### src/rtl/dcrc_pkg.sv
package dcrc_pkg;

    typedef enum logic [1:0] {
        BLK_HEADER = 2'd0,
        BLK_INTER  = 2'd1,
        BLK_LAST   = 2'd2,
        BLK_OTHER  = 2'd3
    } blk_kind_e;

    typedef enum logic [2:0] {
        ROLE_NONE       = 3'd0,
        ROLE_SHORT_DATA = 3'd1,
        ROLE_SHORT_CHK  = 3'd2,
        ROLE_LONG_DATA  = 3'd3,
        ROLE_LONG_CHK   = 3'd4
    } byte_role_e;

    localparam logic [2:0] TASK_NULL     = 3'd0;
    localparam logic [2:0] TASK_TX_INTER = 3'd1;
    localparam logic [2:0] TASK_TX_LAST  = 3'd2;
    localparam logic [2:0] TASK_RX_BLOCK = 3'd3;

    // Whether a completed task restarts the message-wide accumulator.
    function automatic logic long_reseed(input logic tx, input logic [2:0] code);
        logic keep;
        if (tx) keep = (code == TASK_NULL) || (code == TASK_TX_INTER) || (code == TASK_TX_LAST);
        else    keep = (code == TASK_NULL) || (code == TASK_RX_BLOCK);
        return !keep;
    endfunction

endpackage

### src/rtl/dcrc_accum.sv
module dcrc_accum #(
    parameter int             W    = 16,
    parameter logic [W-1:0]   POLY = 16'h1021
) (
    input  logic         clk,
    input  logic         rst,
    input  logic         seed_zero,
    input  logic         clear,
    input  logic         feed,
    input  logic [7:0]   data,
    output logic [W-1:0] crc
);

    typedef struct packed {
        logic [W-1:0] crc;
    } acc_st_t;

    acc_st_t st_d, st_q;
    logic [W-1:0] seed_val;
    logic [W-1:0] base;

    function automatic logic [W-1:0] shift_byte(input logic [W-1:0] c, input logic [7:0] d);
        logic [W-1:0] r;
        logic         fb;
        r = c;
        for (int i = 7; i >= 0; i--) begin
            fb = r[W-1] ^ d[i];
            r  = {r[W-2:0], 1'b0};
            if (fb) r = r ^ POLY;
        end
        return r;
    endfunction

    always_comb begin
        seed_val = seed_zero ? '0 : '1;
        base     = clear ? seed_val : st_q.crc;
        st_d     = st_q;
        st_d.crc = feed ? shift_byte(base, data) : base;
        if (rst) st_d.crc = seed_val;
    end

    always_ff @(posedge clk) begin
        st_q <= st_d;
    end

    assign crc = st_q.crc;


    seed_value_chk: assert property (@(posedge clk) disable iff (rst)
        (clear && !feed) |=> (crc == ($past(seed_zero) ? '0 : '1)));


    hold_when_idle_chk: assert property (@(posedge clk) disable iff (rst)
        (!clear && !feed) |=> $stable(crc));

endmodule

### src/rtl/dcrc_framer.sv
module dcrc_framer
    import dcrc_pkg::*;
#(
    parameter int BLOCK_BYTES = 12,
    parameter int SHORT_DATA  = 10,
    parameter int LONG_DATA   = 8,
    parameter int IDX_W       = $clog2(BLOCK_BYTES + 1)
) (
    input  logic             clk,
    input  logic             rst,
    input  logic             byte_valid,
    input  logic             block_start,
    input  logic [1:0]       block_kind,
    output byte_role_e       role,
    output logic [IDX_W-1:0] chk_pos,
    output logic             chk_final,
    output logic             blk_first
);

    localparam logic [IDX_W-1:0] IDX_END   = IDX_W'(BLOCK_BYTES);
    localparam logic [IDX_W-1:0] IDX_LAST  = IDX_W'(BLOCK_BYTES - 1);
    localparam logic [IDX_W-1:0] IDX_SHORT = IDX_W'(SHORT_DATA);
    localparam logic [IDX_W-1:0] IDX_LONG  = IDX_W'(LONG_DATA);

    typedef struct packed {
        logic [IDX_W-1:0] idx;
        blk_kind_e        kind;
    } frm_st_t;

    frm_st_t st_d, st_q;
    logic [IDX_W-1:0] cur_idx;
    blk_kind_e        cur_kind;

    always_comb begin
        st_d      = st_q;
        role      = ROLE_NONE;
        chk_pos   = '0;
        chk_final = 1'b0;
        cur_idx   = st_q.idx;
        cur_kind  = st_q.kind;
        if (byte_valid && block_start) begin
            cur_idx  = '0;
            cur_kind = blk_kind_e'(block_kind);
        end
        blk_first = byte_valid && (cur_idx == '0);
        if (byte_valid && (cur_idx < IDX_END)) begin
            unique case (cur_kind)
                BLK_HEADER: begin
                    if (cur_idx < IDX_SHORT) role = ROLE_SHORT_DATA;
                    else begin
                        role    = ROLE_SHORT_CHK;
                        chk_pos = cur_idx - IDX_SHORT;
                    end
                end
                BLK_INTER: role = ROLE_LONG_DATA;
                BLK_LAST: begin
                    if (cur_idx < IDX_LONG) role = ROLE_LONG_DATA;
                    else begin
                        role    = ROLE_LONG_CHK;
                        chk_pos = cur_idx - IDX_LONG;
                    end
                end
                default: role = ROLE_NONE;
            endcase
            chk_final = ((role == ROLE_SHORT_CHK) || (role == ROLE_LONG_CHK)) && (cur_idx == IDX_LAST);
            st_d.idx  = cur_idx + 1'b1;
            st_d.kind = cur_kind;
        end
        if (rst) begin
            st_d.idx  = IDX_END;
            st_d.kind = BLK_OTHER;
        end
    end

    always_ff @(posedge clk) begin
        st_q <= st_d;
    end


    idx_bound_chk: assert property (@(posedge clk) disable iff (rst)
        st_q.idx <= IDX_END);

endmodule

### src/rtl/dual_crc_engine.sv
module dual_crc_engine
    import dcrc_pkg::*;
#(
    parameter int              BLOCK_BYTES = 12,
    parameter int              SHORT_DATA  = 10,
    parameter int              LONG_DATA   = 8,
    parameter int              SHORT_W     = 16,
    parameter int              LONG_W      = 32,
    parameter logic [15:0]     SHORT_POLY  = 16'h1021,
    parameter logic [31:0]     LONG_POLY   = 32'h04C1_1DB7
) (
    input  logic       clk,
    input  logic       rst,
    input  logic       seed_zero,
    input  logic       tx_mode,
    input  logic       byte_valid,
    input  logic       block_start,
    input  logic [1:0] block_kind,
    input  logic [7:0] byte_in,
    input  logic       task_done,
    input  logic [2:0] task_code,
    output logic       out_valid,
    output logic [7:0] out_byte,
    output logic       out_check,
    output logic       check_stb,
    output logic       check_ok,
    output logic       check_long
);

    localparam int IDX_W     = $clog2(BLOCK_BYTES + 1);
    localparam int SHORT_CHK = BLOCK_BYTES - SHORT_DATA;
    localparam int LONG_CHK  = BLOCK_BYTES - LONG_DATA;

    typedef struct packed {
        logic       ov;
        logic [7:0] ob;
        logic       oc;
        logic       mis;
        logic       stb;
        logic       ok;
        logic       lng;
    } eng_st_t;

    eng_st_t          st_d, st_q;
    byte_role_e       role;
    logic [IDX_W-1:0] chk_pos;
    logic             chk_final;
    logic             blk_first;
    logic [SHORT_W-1:0] short_crc;
    logic [LONG_W-1:0]  long_crc;
    logic             long_clear, long_feed, short_clear, short_feed;
    logic             is_chk, byte_bad;
    logic [7:0]       exp_byte;
    int               sidx, lidx;

    dcrc_framer #(
        .BLOCK_BYTES (BLOCK_BYTES),
        .SHORT_DATA  (SHORT_DATA),
        .LONG_DATA   (LONG_DATA),
        .IDX_W       (IDX_W)
    ) u_framer (
        .clk         (clk),
        .rst         (rst),
        .byte_valid  (byte_valid),
        .block_start (block_start),
        .block_kind  (block_kind),
        .role        (role),
        .chk_pos     (chk_pos),
        .chk_final   (chk_final),
        .blk_first   (blk_first)
    );

    assign short_feed  = (role == ROLE_SHORT_DATA);
    assign short_clear = short_feed && blk_first;
    assign long_clear  = task_done && long_reseed(tx_mode, task_code);
    assign long_feed   = (role == ROLE_LONG_DATA) && !long_clear;

    dcrc_accum #(.W(SHORT_W), .POLY(SHORT_POLY)) u_short (
        .clk       (clk),
        .rst       (rst),
        .seed_zero (seed_zero),
        .clear     (short_clear),
        .feed      (short_feed),
        .data      (byte_in),
        .crc       (short_crc)
    );

    dcrc_accum #(.W(LONG_W), .POLY(LONG_POLY)) u_long (
        .clk       (clk),
        .rst       (rst),
        .seed_zero (seed_zero),
        .clear     (long_clear),
        .feed      (long_feed),
        .data      (byte_in),
        .crc       (long_crc)
    );

    always_comb begin
        st_d     = st_q;
        is_chk   = (role == ROLE_SHORT_CHK) || (role == ROLE_LONG_CHK);
        exp_byte = '0;
        sidx     = 0;
        lidx     = 0;
        if (role == ROLE_SHORT_CHK) begin
            sidx     = 8 * (SHORT_CHK - 1 - int'(chk_pos));
            exp_byte = short_crc[sidx +: 8];
        end else if (role == ROLE_LONG_CHK) begin
            lidx     = 8 * (LONG_CHK - 1 - int'(chk_pos));
            exp_byte = long_crc[lidx +: 8];
        end
        byte_bad = (byte_in != exp_byte);

        st_d.ov  = byte_valid && tx_mode;
        st_d.ob  = (tx_mode && is_chk) ? exp_byte : byte_in;
        st_d.oc  = byte_valid && tx_mode && is_chk;
        st_d.stb = 1'b0;
        st_d.ok  = 1'b0;
        st_d.lng = 1'b0;
        if (is_chk && !tx_mode) begin
            st_d.mis = (chk_pos == '0) ? byte_bad : (st_q.mis | byte_bad);
            if (chk_final) begin
                st_d.stb = 1'b1;
                st_d.ok  = !st_d.mis;
                st_d.lng = (role == ROLE_LONG_CHK);
            end
        end
        if (rst) st_d = '0;
    end

    always_ff @(posedge clk) begin
        st_q <= st_d;
    end

    assign out_valid  = st_q.ov;
    assign out_byte   = st_q.ob;
    assign out_check  = st_q.oc;
    assign check_stb  = st_q.stb;
    assign check_ok   = st_q.ok;
    assign check_long = st_q.lng;


    stb_single_chk: assert property (@(posedge clk) disable iff (rst)
        check_stb |=> !check_stb);


    stb_rx_only_chk: assert property (@(posedge clk) disable iff (rst)
        check_stb |-> !$past(tx_mode));


    out_follows_in_chk: assert property (@(posedge clk) disable iff (rst)
        out_valid |-> $past(byte_valid));


    reset_quiet_chk: assert property (@(posedge clk)
        rst |=> (!out_valid && !out_check && !check_stb));

endmodule

### config.mk
export PLATFORM = sky130hd
export DESIGN_NAME = dual_crc_engine
export DESIGN_NICKNAME = d
export VERILOG_FILES = /design/src/rtl/dcrc_pkg.sv /design/src/rtl/dcrc_accum.sv /design/src/rtl/dcrc_framer.sv /design/src/rtl/dual_crc_engine.sv
export SDC_FILE = /design/constraint.sdc
export NUM_CORES = 1
export LEC_CHECK = 0
export BUFFER_PORTS_ARGS = -buffer_cell sky130_fd_sc_hd__buf_4
export CAP_MARGIN = 20
export CORE_UTILIZATION = 40
export CTS_BUF_LIST = sky130_fd_sc_hd__clkbuf_4
export CTS_CLUSTER_DIAMETER = 100
export DETAILED_ROUTE_END_ITERATION = 12
export PLACE_DENSITY_LB_ADDON = 0.15
export SYNTH_ARGS = -nofsm -noshare
export SYNTH_HDL_FRONTEND = slang
export SYNTH_SLANG_ARGS = --single-unit
### constraint.sdc
create_clock -name clk -period 5.99 [get_ports clk]
set_clock_uncertainty 0.2 [all_clocks]
set_input_delay 0.8985 -clock clk [delete_from_list [all_inputs] [get_ports clk]]
set_output_delay 0.8985 -clock clk [all_outputs]
set_load 0.02 [all_outputs]
==> results.md, run 1 <==
- Outcome: finished clean
- Worst Tran Pin Value: 1060 ps
- Die Ht: roughly 110 um
- Slowest cell on crit path: o221ai_4
- Hpwl dp: 9860 um
- Pwr Total: 1.55 mW
- Antenna Cells: 0
- Type of origin of the critical path: primary input
- PwrDens: a little under 300 nW/um2
- Most frequent cells in the layout: 68 x dfxtp_1, 60 x xnor2_1, 56 x xor2_1, 55 x nand2_1, 52 x a21oi_1
- DR WL/cell: roughly 19 um
- TritonCTS clock tree: yes
- Seq cells post-synth: 68
- CTS Buf Count: 9
- R2R setup slack: 2820 ps
- RSZ-0062 raised after global routing: false
- Placed cell count: 723
- H-tree depth: 3
- Post-synth EDFFs: 0
- Total Wirelength: approximately 14000 um
- Setup CP Type: in -> reg
- Die W: 114 um
- Vias in the first global route: 3859
- Unique masters post-synth: 62
- Hold buffers post-CTS: 0
- Yosys top cell by area: dfxtp_1
- Port buffer count: 32
- Area post-placement: 5220 um2
- Max transition margin: 0.292
- Worst EP required: 6190 ps
- Maximum clock insertion buffer count: 2
- Layout area overhead: 7.42%
- Slowest stage delay, CP: a little under 800 ps
- Max Slew Vio Count: 0
- Fin nets: 589
- Routed wl met2: 6370 um
- Antenna violations before repair: 0
- Final Instance Count excl. Fillers: 739
- Post-route cell area: 5360 um2
- Starting Density: 0.412
- Leak pwr: between 2 and 2.5 nW
- Synth top area share: 0.273
- Largest net degree at the start of global routing: 37
- Peak VDD IR: 0.0943 mV
- Final GP Congestion: ~0.84
- Syn Area/Cell: a little under 9 um2
- Crit path max fanout: 32
- CP Capture Type: register
- Minimum clock period: about 3400 ps
- CP arrival: approximately 3600 ps
- Clock root buffer master: clkbuf_4
- Layout Utilization: 0.443
- Core Rows: 40
- Mapped Area: 4990 um2
- Max-Cap Viols: 0
- Antenna viol nets, final: 0
- GR Util All Layers: 0.225
- Fin Setup TNS: 0 ps
- Critical path cell sequence: buf_4, or2_1, o221ai_4, nand2_1, xnor2_4, xnor2_4, xnor3_1, a21oi_1
- Core ar.: 12100 um2
- Metal-1 WL: 6540 um
- Most common library cell in the layout ignoring fill and taps: dfxtp_1
- Global route total overflow: 0
- Bufs and invs on worst path: 1
- Post-synthesis cell count: between 500 and 600
- Clock slew at reported path FFs: 120 ps
- First-pass GRT wire length: approximately 22000 um
- Main synth FF type: dfxtp_1
- Worst hold slack: 372 ps
- Hold Vio Cnt, Final: 0
- Max frequency: slightly below 300 MHz
- Setup bufs post-CTS: 0
- Delay-heaviest family, CP: XOR/XNOR gates
- # DRC: 0
- Cell repeated most along the worst path: xnor2_4
- Die ar.: approximately 13000 um2
- Largest cells by area after synthesis: dfxtp_1 27%, xnor2_1 11%, xor2_1 9.8%, a21oi_1 5.2%, mux2i_1 5.2%
- Top sig layer: met4
- Share of cells above drive strength 1: 0.151
- Via density: 5.52
- Clock Sinks: 68
- Worst-Skew Late Latency: about 480 ps
- Min setup slack post-route: 2600 ps
- DRT iter0 DRCs: 354
- Tcrit/Tclk final: 0.566
- Boundary pin count: 33
- Sequential cell area fraction in the yosys report: 0.273
- Met3 WL post-DR: 642 um
- Vias: 4081
- Warnings, synthesis: 0
- Cts repair resizes: 0
- Pre-CTS WS: around 2100 ps
- Hold crit path type: reg -> reg
- Ys async rst share: 0
- Pre-antenna DRT Iters: 7
- Final setup viols: 0
==> final timing paths <==
| kind | start | end | cells past startpoint |
|---|---|---|---|
| worst max-delay path | tx_mode | u_long.crc[12] | 8 |
| worst min-delay path | u_framer.st_q[2] | u_framer.st_q[2] | 2 |
| worst max register to register | u_framer.st_q[1] | u_long.crc[23] | 6 |
| worst min register to register | u_framer.st_q[2] | u_framer.st_q[2] | 2 |
==> final cells by class <==
class,count,area [um2]
clock buffers,10,75.1
clock inverters,6,65.1
fillers,1232,6750
inverters,6,22.5
multi-input cells,446,3360
flip-flops and latches,68,1360
well taps,168,210
repair buffers,35,267
==> where the power goes <==
part / total, mW / internal (mW) / switching [mW] / leakage (nW)
Clock: 0.323 / 0.131 / 0.192 / 0.0763
Combinational: 0.657 / 0.329 / 0.328 / 1.59
Sequential: 0.569 / 0.500 / 0.0692 / 0.569
==> cell usage after synthesis, types with 3 or more instances <==
library cell / n
dfxtp_1: 68
xnor2_1: 60
xor2_1: 56
nand2_1: 55
a21oi_1: 52
o21ai_0: 32
nor2_1: 28
mux2i_1: 26
clkbuf_1: 24
o22ai_1: 15
buf_2: 11
xnor3_1: 9
buf_4: 8
o31ai_1: 8
o21a_1: 7
mux2_2: 6
xnor2_2: 6
and3_1: 5
inv_1: 5
nand3_1: 5
o221a_2: 5
a211oi_1: 4
a31oi_1: 4
nand2b_1: 4
nor3_1: 4
a211o_1: 3
and2_1: 3
buf_1: 3
buf_6: 3
ha_1: 3
nor4_1: 3
o2bb2ai_1: 3
xnor2_4: 3
==> tightest hold or removal path, delay by kind of cell (launching register included) <==
kind / cells / cell delay (ps)
DFF: 1 / 360
muxes: 1 / 130
and+or+nand+nor: 1 / 50
==> state kept, by name (all words and copies together) (netlist names) <==
name           count
check_ok           1
u_long.crc        32
check_long         1
u_framer.st_q      6
check_stb          1
out_valid          1
out_byte           8
out_check          1
st_q               1
u_short.crc       16
==> metal layers <==
layer | track usage | vias up
met1 | 0.305 | 1976
li1 | - | 1961
met3 | 0.0409 | 26
met5 | 0 | -
met2 | 0.349 | 118
met4 | 0.0982 | 0
==> cell families (layout without fill, tap and decap cells) <==
group	after synthesis	after routing	share of synthesized area
adders and majority gates	3	3	0.00752
xor gates and xnor gates	135	135	0.283
and+or+nand+nor	125	125	0.123
buffers and inverters	55	57	0.0546
DFF	68	68	0.273
muxes	33	33	0.0684
other	1	2	0.000751
AOI/OAI and AO/OA	148	148	0.190
Note: power is estimated with default switching activity, not from simulation.
==> inputs of run 2 (changes only) <==
Settings changed: ABC_AREA set to 1.
Clock period 5.99 ns to 3.3 ns, I/O delays scaled along.
==> results.md, run 2 <==
- Setup bufs post-CTS: 0 (unchanged)
- Antenna Cells: 0 (unchanged)
- Post-synthesis cell count: 898 (+58%)
- Vias in the first global route: 5049 (+31%)
- Clock root buffer master: clkbuf_4
- Vias: 5629 (+38%)
- Worst EP required: 3450 ps (-2740 ps)
- Layout area overhead: 11.4%
- Slowest stage delay, CP: 390 ps (-380 ps)
- Layout Utilization: 0.462 (+0.0189)
- Hold buffers post-CTS: 0 (unchanged)
- Largest cells by area after synthesis: dfxtp_1 26%, nand2_1 25%, o21ai_0 8.2%, nand3_1 7.1%, inv_1 6.4%
- Cell repeated most along the worst path: nand2_1
- Final GP Congestion: 0.881 (+5.2%)
- Fin nets: 953 (+62%)
- Warnings, synthesis: 0 (unchanged)
- DRT iter0 DRCs: 435 (+23%)
- Area post-placement: 5770 um2 (+10%)
- Top cells by count, synth: 346 x nand2_1, 90 x inv_1, 86 x o21ai_0, 75 x nand3_1, 68 x dfxtp_1
- CP arrival: 3030 ps (-560 ps)
- Final setup viols: 0 (unchanged)
- H-tree depth: 3 (unchanged)
- Seq cells post-synth: 68 (unchanged)
- Most frequent cells in the layout: 346 x nand2_1, 90 x inv_1, 86 x o21ai_0, 75 x nand3_1, 68 x dfxtp_1
- # DRC: 0 (unchanged)
- Max frequency: roughly 350 MHz
- Antenna violations before repair: 0 (unchanged)
- Share of cells above drive strength 1: 0.117 (-0.0340)
- Multi-input logic area: 3330 um2 (-1.0%)
- Largest net degree at the start of global routing: 51 (+38%)
- Minimum clock period: 2890 ps
- FF/Latch Area: 1360 um2 (unchanged)
- Critical path cell sequence: buf_4, nand2_2, nand2_1, ha_1, nand4_1, nor2_8, nand2_4, o21ai_1, xor2_2, or2_1, nand2_1, nand2_1, nand3_1, nand2_1, nand2_1
- Syn Area/Cell: 5.87 um2 (-33%)
- Yosys top cell by area: dfxtp_1
- Post-synth EDFFs: 0 (unchanged)
- CP Capture Type: register
- Die W: 117 um (+2.7%)
- PwrDens: 409 nW/um2 (+42%)
- Worst hold slack: 63.1 ps (-309 ps)
- Ys async rst share: 0 (unchanged)
- Most common library cell in the layout ignoring fill and taps: nand2_1
- Type of origin of the critical path: primary input
- Fill count: 1454 (+18%)
- Hold crit path type: in -> reg
- Maximum clock insertion buffer count: 2 (unchanged)
- Pre-CTS WS: -18.0 ps (-2160 ps)
- Sequential cell area fraction in the yosys report: 0.258 (-0.0146)
- Hpwl dp: 11800 um (+20%)
- Worst Tran Pin Value: 619 ps (-439 ps)
- Die Ht: 117 um (+2.7%)
- Slowest cell on crit path: nor2_8
- Pwr Total: 2.40 mW (+55%)
- Starting Density: 0.415 (+0.00235)
- TritonCTS clock tree: yes
- RSZ-0062 raised after global routing: false
- Outcome: finished clean
- Total Wirelength: 16100 um (+16%)
- Fin Setup TNS: 0 ps (unchanged)
- Tcrit/Tclk final: 0.875
- Main synth FF type: dfxtp_1
- Worst-Skew Late Latency: 470 ps (about the same)
- Clock Sinks: 68 (unchanged)
- Pre-antenna DRT Iters: 5 (-2)
- Boundary pin count: 33 (unchanged)
- Global route total overflow: 0 (unchanged)
- Crit path max fanout: 15 (-53%)
- Cts repair resizes: 0 (unchanged)
- Max FFs per register: 32 (unchanged)
- Max-Cap Viols: 0 (unchanged)
- CTS Buf Count: 9 (unchanged)
- Unique masters post-synth: 38 (-39%)
- Final Instance Count excl. Fillers: 1107 (+50%)
- Mapped Area: 5270 um2 (+5.6%)
- Antenna viol nets, final: 0 (unchanged)
- Clock slew at reported path FFs: 120 ps (about the same)
- First-pass GRT wire length: 25900 um (+19%)
- Peak VDD IR: 0.134 mV (+42%)
- Hold Vio Cnt, Final: 0 (unchanged)
- Leak pwr: 3.24 nW (+45%)
- Port buffer count: 32 (unchanged)
- Placed cell count: 1091 (+51%)
- Min setup slack post-route: 414 ps (-2190 ps)
- Core ar.: 12700 um2 (+5.0%)
- Count leader, synth: nand2_1
- Max Slew Vio Count: 0 (unchanged)
- GR Util All Layers: 0.250 (+0.0251)
- Synth top area share: 0.258 (-0.0146)
- Core Rows: 41 (+2.5%)
- Setup CP Type: in -> reg
- Die ar.: 13600 um2 (+5.5%)
- DR WL/cell: 14.6 um (-23%)
- Via density: 5.08 (-7.9%)
- Max transition margin: 0.587 (+0.295)
- Post-route cell area: 5870 um2 (+9.5%)
==> run 2: cell types whose count changed in the layout (fill, tap and decap cells not counted), moves of 9 or more <==
cell	delta
inv_1	+85
o22ai_1	-15
nand3_1	+70
mux2i_1	-26
o21ai_0	+54
o21ai_1	+9
xnor2_1	-55
xnor3_1	-9
buf_4	+28
nand2_1	+291
xor2_1	-25
==> run 2: path summary, 6_finish.rpt <==
kind | start | end | slack [ps] | depth (start not counted)
setup reg to reg | u_framer.st_q[3] | u_short.crc[7] | 480 | 13
hold reg to reg | u_framer.st_q[2] | u_framer.st_q[2] | 280 | 2
setup / recovery | byte_valid | u_short.crc[7] | 410 | 15
hold / removal | block_kind[1] | u_framer.st_q[1] | 60 | 3
==> run 2: layout make-up <==
class / instances / share of cell area
Clock inverter: 6 / 0.00533
Multi-Input combinational cell: 692 / 0.567
Inverter: 95 / 0.0607
Timing Repair Buffer: 64 / 0.0861
Tap cell: 172 / 0.0366
Clock buffer: 10 / 0.0128
Sequential cell: 68 / 0.232
==> run 2: metal layers <==
| metal | wire [um] | up-vias | global-route usage |
|---|---|---|---|
| li1 | - | 2908 | - |
| met1 | 8030 | 2574 | 0.347 |
| met2 | 7120 | 134 | 0.401 |
| met3 | 757 | 13 | 0.0350 |
| met4 | 204 | 0 | 0.0785 |
| met5 | 0 | - | 0 |
==> run 2: cell families (layout without fill, tap and decap cells) <==
| group | Yosys count | count (layout) | synth area share |
|---|---|---|---|
| buffers and inverters | 139 | 175 | 0.112 |
| XOR/XNOR | 39 | 39 | 0.0690 |
| other | 1 | 2 | 0.000711 |
| AO/OA/AOI/OAI | 159 | 159 | 0.161 |
| adder cells (fa/ha/maj) | 3 | 3 | 0.00712 |
| AND/OR/NAND/NOR | 489 | 489 | 0.393 |
| flip-flops | 68 | 68 | 0.258 |
==> run 2: report_power, final <==
group          internal (mW)  switching (mW)  leakage, nW
registers              0.902          0.0374        0.569
logic                  0.347           0.626         2.60
clock network          0.155           0.334       0.0650
total                   1.41           0.997         3.24
==> run 2: critical path, delay by kind of cell <==
| kind | cells | cell delay, ps |
|---|---|---|
| AO/OA/AOI/OAI | 1 | 170 |
| buffers and inverters | 1 | 120 |
| XOR/XNOR | 1 | 290 |
| AND/OR/NAND/NOR | 11 | 1800 |
| adder cells (fa/ha/maj) | 1 | 160 |
==> inputs of run 3 (changes only) <==
Settings changed: MAX_ROUTING_LAYER set to met4.
==> results.md, run 3 (same netlist as run 2, synthesis figures left out) <==
- Outcome: finished clean
- Pre-CTS WS: -18.0 ps (unchanged)
- Area post-placement: 5770 um2 (unchanged)
- Leak pwr: 3.24 nW (unchanged)
- Critical path cell sequence: buf_4, nand2_2, nand2_1, ha_1, nand4_1, nor2_8, nand2_4, o21ai_1, xor2_2, or2_1, nand2_1, nand2_1, nand3_1, nand2_1, nand2_1
- Minimum clock period: 2860 ps (-28.5 ps)
- Clock root buffer master: clkbuf_4
- Starting Density: 0.415 (unchanged)
- Die Ht: 117 um (unchanged)
- Delay-heaviest family, CP: simple AND/OR/NAND/NOR gates
- First-pass GRT wire length: 25900 um (about the same)
- Layout Utilization: 0.462 (unchanged)
- Slowest cell on crit path: nor2_8
- DR WL/cell: 14.5 um (-0.11%)
- H-tree depth: 3 (unchanged)
- Share of cells above drive strength 1: 0.117 (unchanged)
- Setup CP Type: in -> reg
- DRT iter0 DRCs: 444 (+2.1%)
- TritonCTS clock tree: yes
- Cell repeated most along the worst path: nand2_1
- Antenna viol nets, final: 0 (unchanged)
- Most common library cell in the layout ignoring fill and taps: nand2_1
- Die ar.: 13600 um2 (unchanged)
- Worst Setup SP: byte_valid
- Instance count on the critical path: 15 (unchanged)
- Clock slew at reported path FFs: 120 ps (about the same)
- CP Capture Type: register
- Worst EP required: 3450 ps (about the same)
- Fill count: 1454 (unchanged)
- Reg2Reg Depth: 13 (unchanged)
- RSZ-0062 raised after global routing: false
- Total Wirelength: 16100 um (-0.11%)
- Most frequent cells in the layout: 346 x nand2_1, 90 x inv_1, 86 x o21ai_0, 75 x nand3_1, 68 x dfxtp_1
- Global route total overflow: 0 (unchanged)
- Bufs and invs on worst path: 1 (unchanged)
- Antenna Cells: 0 (unchanged)
- Final GP Congestion: 0.896 (+1.7%)
- Type of origin of the critical path: primary input
- Worst r2r src: u_framer.st_q[3]
- Cts repair resizes: 0 (unchanged)
- Die W: 117 um (unchanged)
- PwrDens: 408 nW/um2 (-0.18%)
- Vias: 5594 (-0.62%)
- R2R setup slack: 500 ps (+20 ps)
- Via density: 5.05 (-0.62%)
- Hpwl dp: 11800 um (unchanged)
- Maximum clock insertion buffer count: 2 (unchanged)
- Fin nets: 953 (unchanged)
- Core ar.: 12700 um2 (unchanged)
- Peak VDD IR: 0.133 mV (-1.1%)
- Worst setup path end: u_short.crc[7]
- Clock Sinks: 68 (unchanged)
- Crit path max fanout: 15 (unchanged)
- Antenna violations before repair: 0 (unchanged)
- Hold crit path type: in -> reg
- GR Util All Layers: 0.258 (+0.00765)
- Core Rows: 41 (unchanged)
- Setup bufs post-CTS: 0 (unchanged)
- Max Slew Vio Count: 0 (unchanged)
- Hold buffers post-CTS: 0 (unchanged)
- Max frequency: 350 MHz (+1.0%)
- Hold Vio Cnt, Final: 0 (unchanged)
- Max FFs per register: 32 (unchanged)
- # DRC: 0 (unchanged)
- Max-Cap Viols: 0 (unchanged)
- Max transition margin: 0.594 (+0.00771)
- Min setup slack post-route: 442 ps (+28.5 ps)
- Boundary pin count: 33 (unchanged)
- Vias in the first global route: 5051 (+0.040%)
- Final setup viols: 0 (unchanged)
- Pre-antenna DRT Iters: 6 (+1)
- Layout area overhead: 11.4% (unchanged)
- Largest net degree at the start of global routing: 51 (unchanged)
- Worst Tran Pin Value: 608 ps (-10.9 ps)
- Fin Setup TNS: 0 ps (unchanged)
- Slowest stage delay, CP: 380 ps (about the same)
- Tcrit/Tclk final: 0.866 (-0.00865)
- CTS Buf Count: 9 (unchanged)
- CP arrival: 3010 ps (-20 ps)
- FF-to-FF End: u_short.crc[7]
- Port buffer count: 32 (unchanged)
- Worst-Skew Late Latency: 470 ps (about the same)
- Post-route cell area: 5870 um2 (unchanged)
[run 3: through the flow]
stage | power (mW) | std cells | hold WS, ps
2_1_floorplan | 1.65 | 899 | 246
3_3_place_gp | 1.92 | 1091 | 269
3_5_place_dp | 1.92 | 1091 | 271
4_1_cts | 2.41 | 1107 | 37.8
5_1_grt | 2.59 | 1107 | 64.2
6_report | 2.40 | 1107 | 59.8
[run 3: routing by layer]
| layer | global-route usage | wire length [um] | up-vias |
|---|---|---|---|
| li1 | - | - | 2905 |
| met1 | 0.346 | 7970 | 2532 |
| met2 | 0.402 | 7080 | 144 |
| met3 | 0.0350 | 836 | 13 |
| met4 | 0.0785 | 204 | 0 |
| met5 | - | 0 | - |
[run 3: worst min path at each step]
stage	start	to	cells past startpoint
detailed placement	u_framer.st_q[2]	u_framer.st_q[2]	2
CTS	block_kind[1]	u_framer.st_q[1]	3
finish	block_kind[1]	u_framer.st_q[1]	3
floorplan	u_framer.st_q[2]	u_framer.st_q[2]	2
global placement	u_framer.st_q[2]	u_framer.st_q[2]	2
global route	tx_mode	out_valid	3
[run 3: where the power goes]
| part | total, mW | switching (mW) | leakage [nW] | internal (mW) |
|---|---|---|---|---|
| registers | 0.940 | 0.0377 | 0.569 | 0.902 |
| clock network | 0.485 | 0.330 | 0.0650 | 0.155 |
| logic | 0.973 | 0.625 | 2.60 | 0.347 |
| total | 2.40 | 0.993 | 3.24 | 1.40 |
[run 3: area by class of cell]
| cell class | instances | area, um2 | share of cell area |
|---|---|---|---|
| Inverter | 95 | 357 | 0.0607 |
| Clock inverter | 6 | 31.3 | 0.00533 |
| Clock buffer | 10 | 75.1 | 0.0128 |
| Tap cell | 172 | 215 | 0.0366 |
| Timing Repair Buffer | 64 | 505 | 0.0861 |
| Multi-Input combinational cell | 692 | 3330 | 0.567 |
| Sequential cell | 68 | 1360 | 0.232 |
[run 3: worst register-to-register path, delay by kind of cell, from the launching register on]
| family | cells | cell delay, ps |
|---|---|---|
| AOI/OAI and AO/OA | 1 | 170 |
| xor gates and xnor gates | 1 | 300 |
| adders and majority gates | 1 | 160 |
| DFF | 1 | 330 |
| and+or+nand+nor | 10 | 1540 |
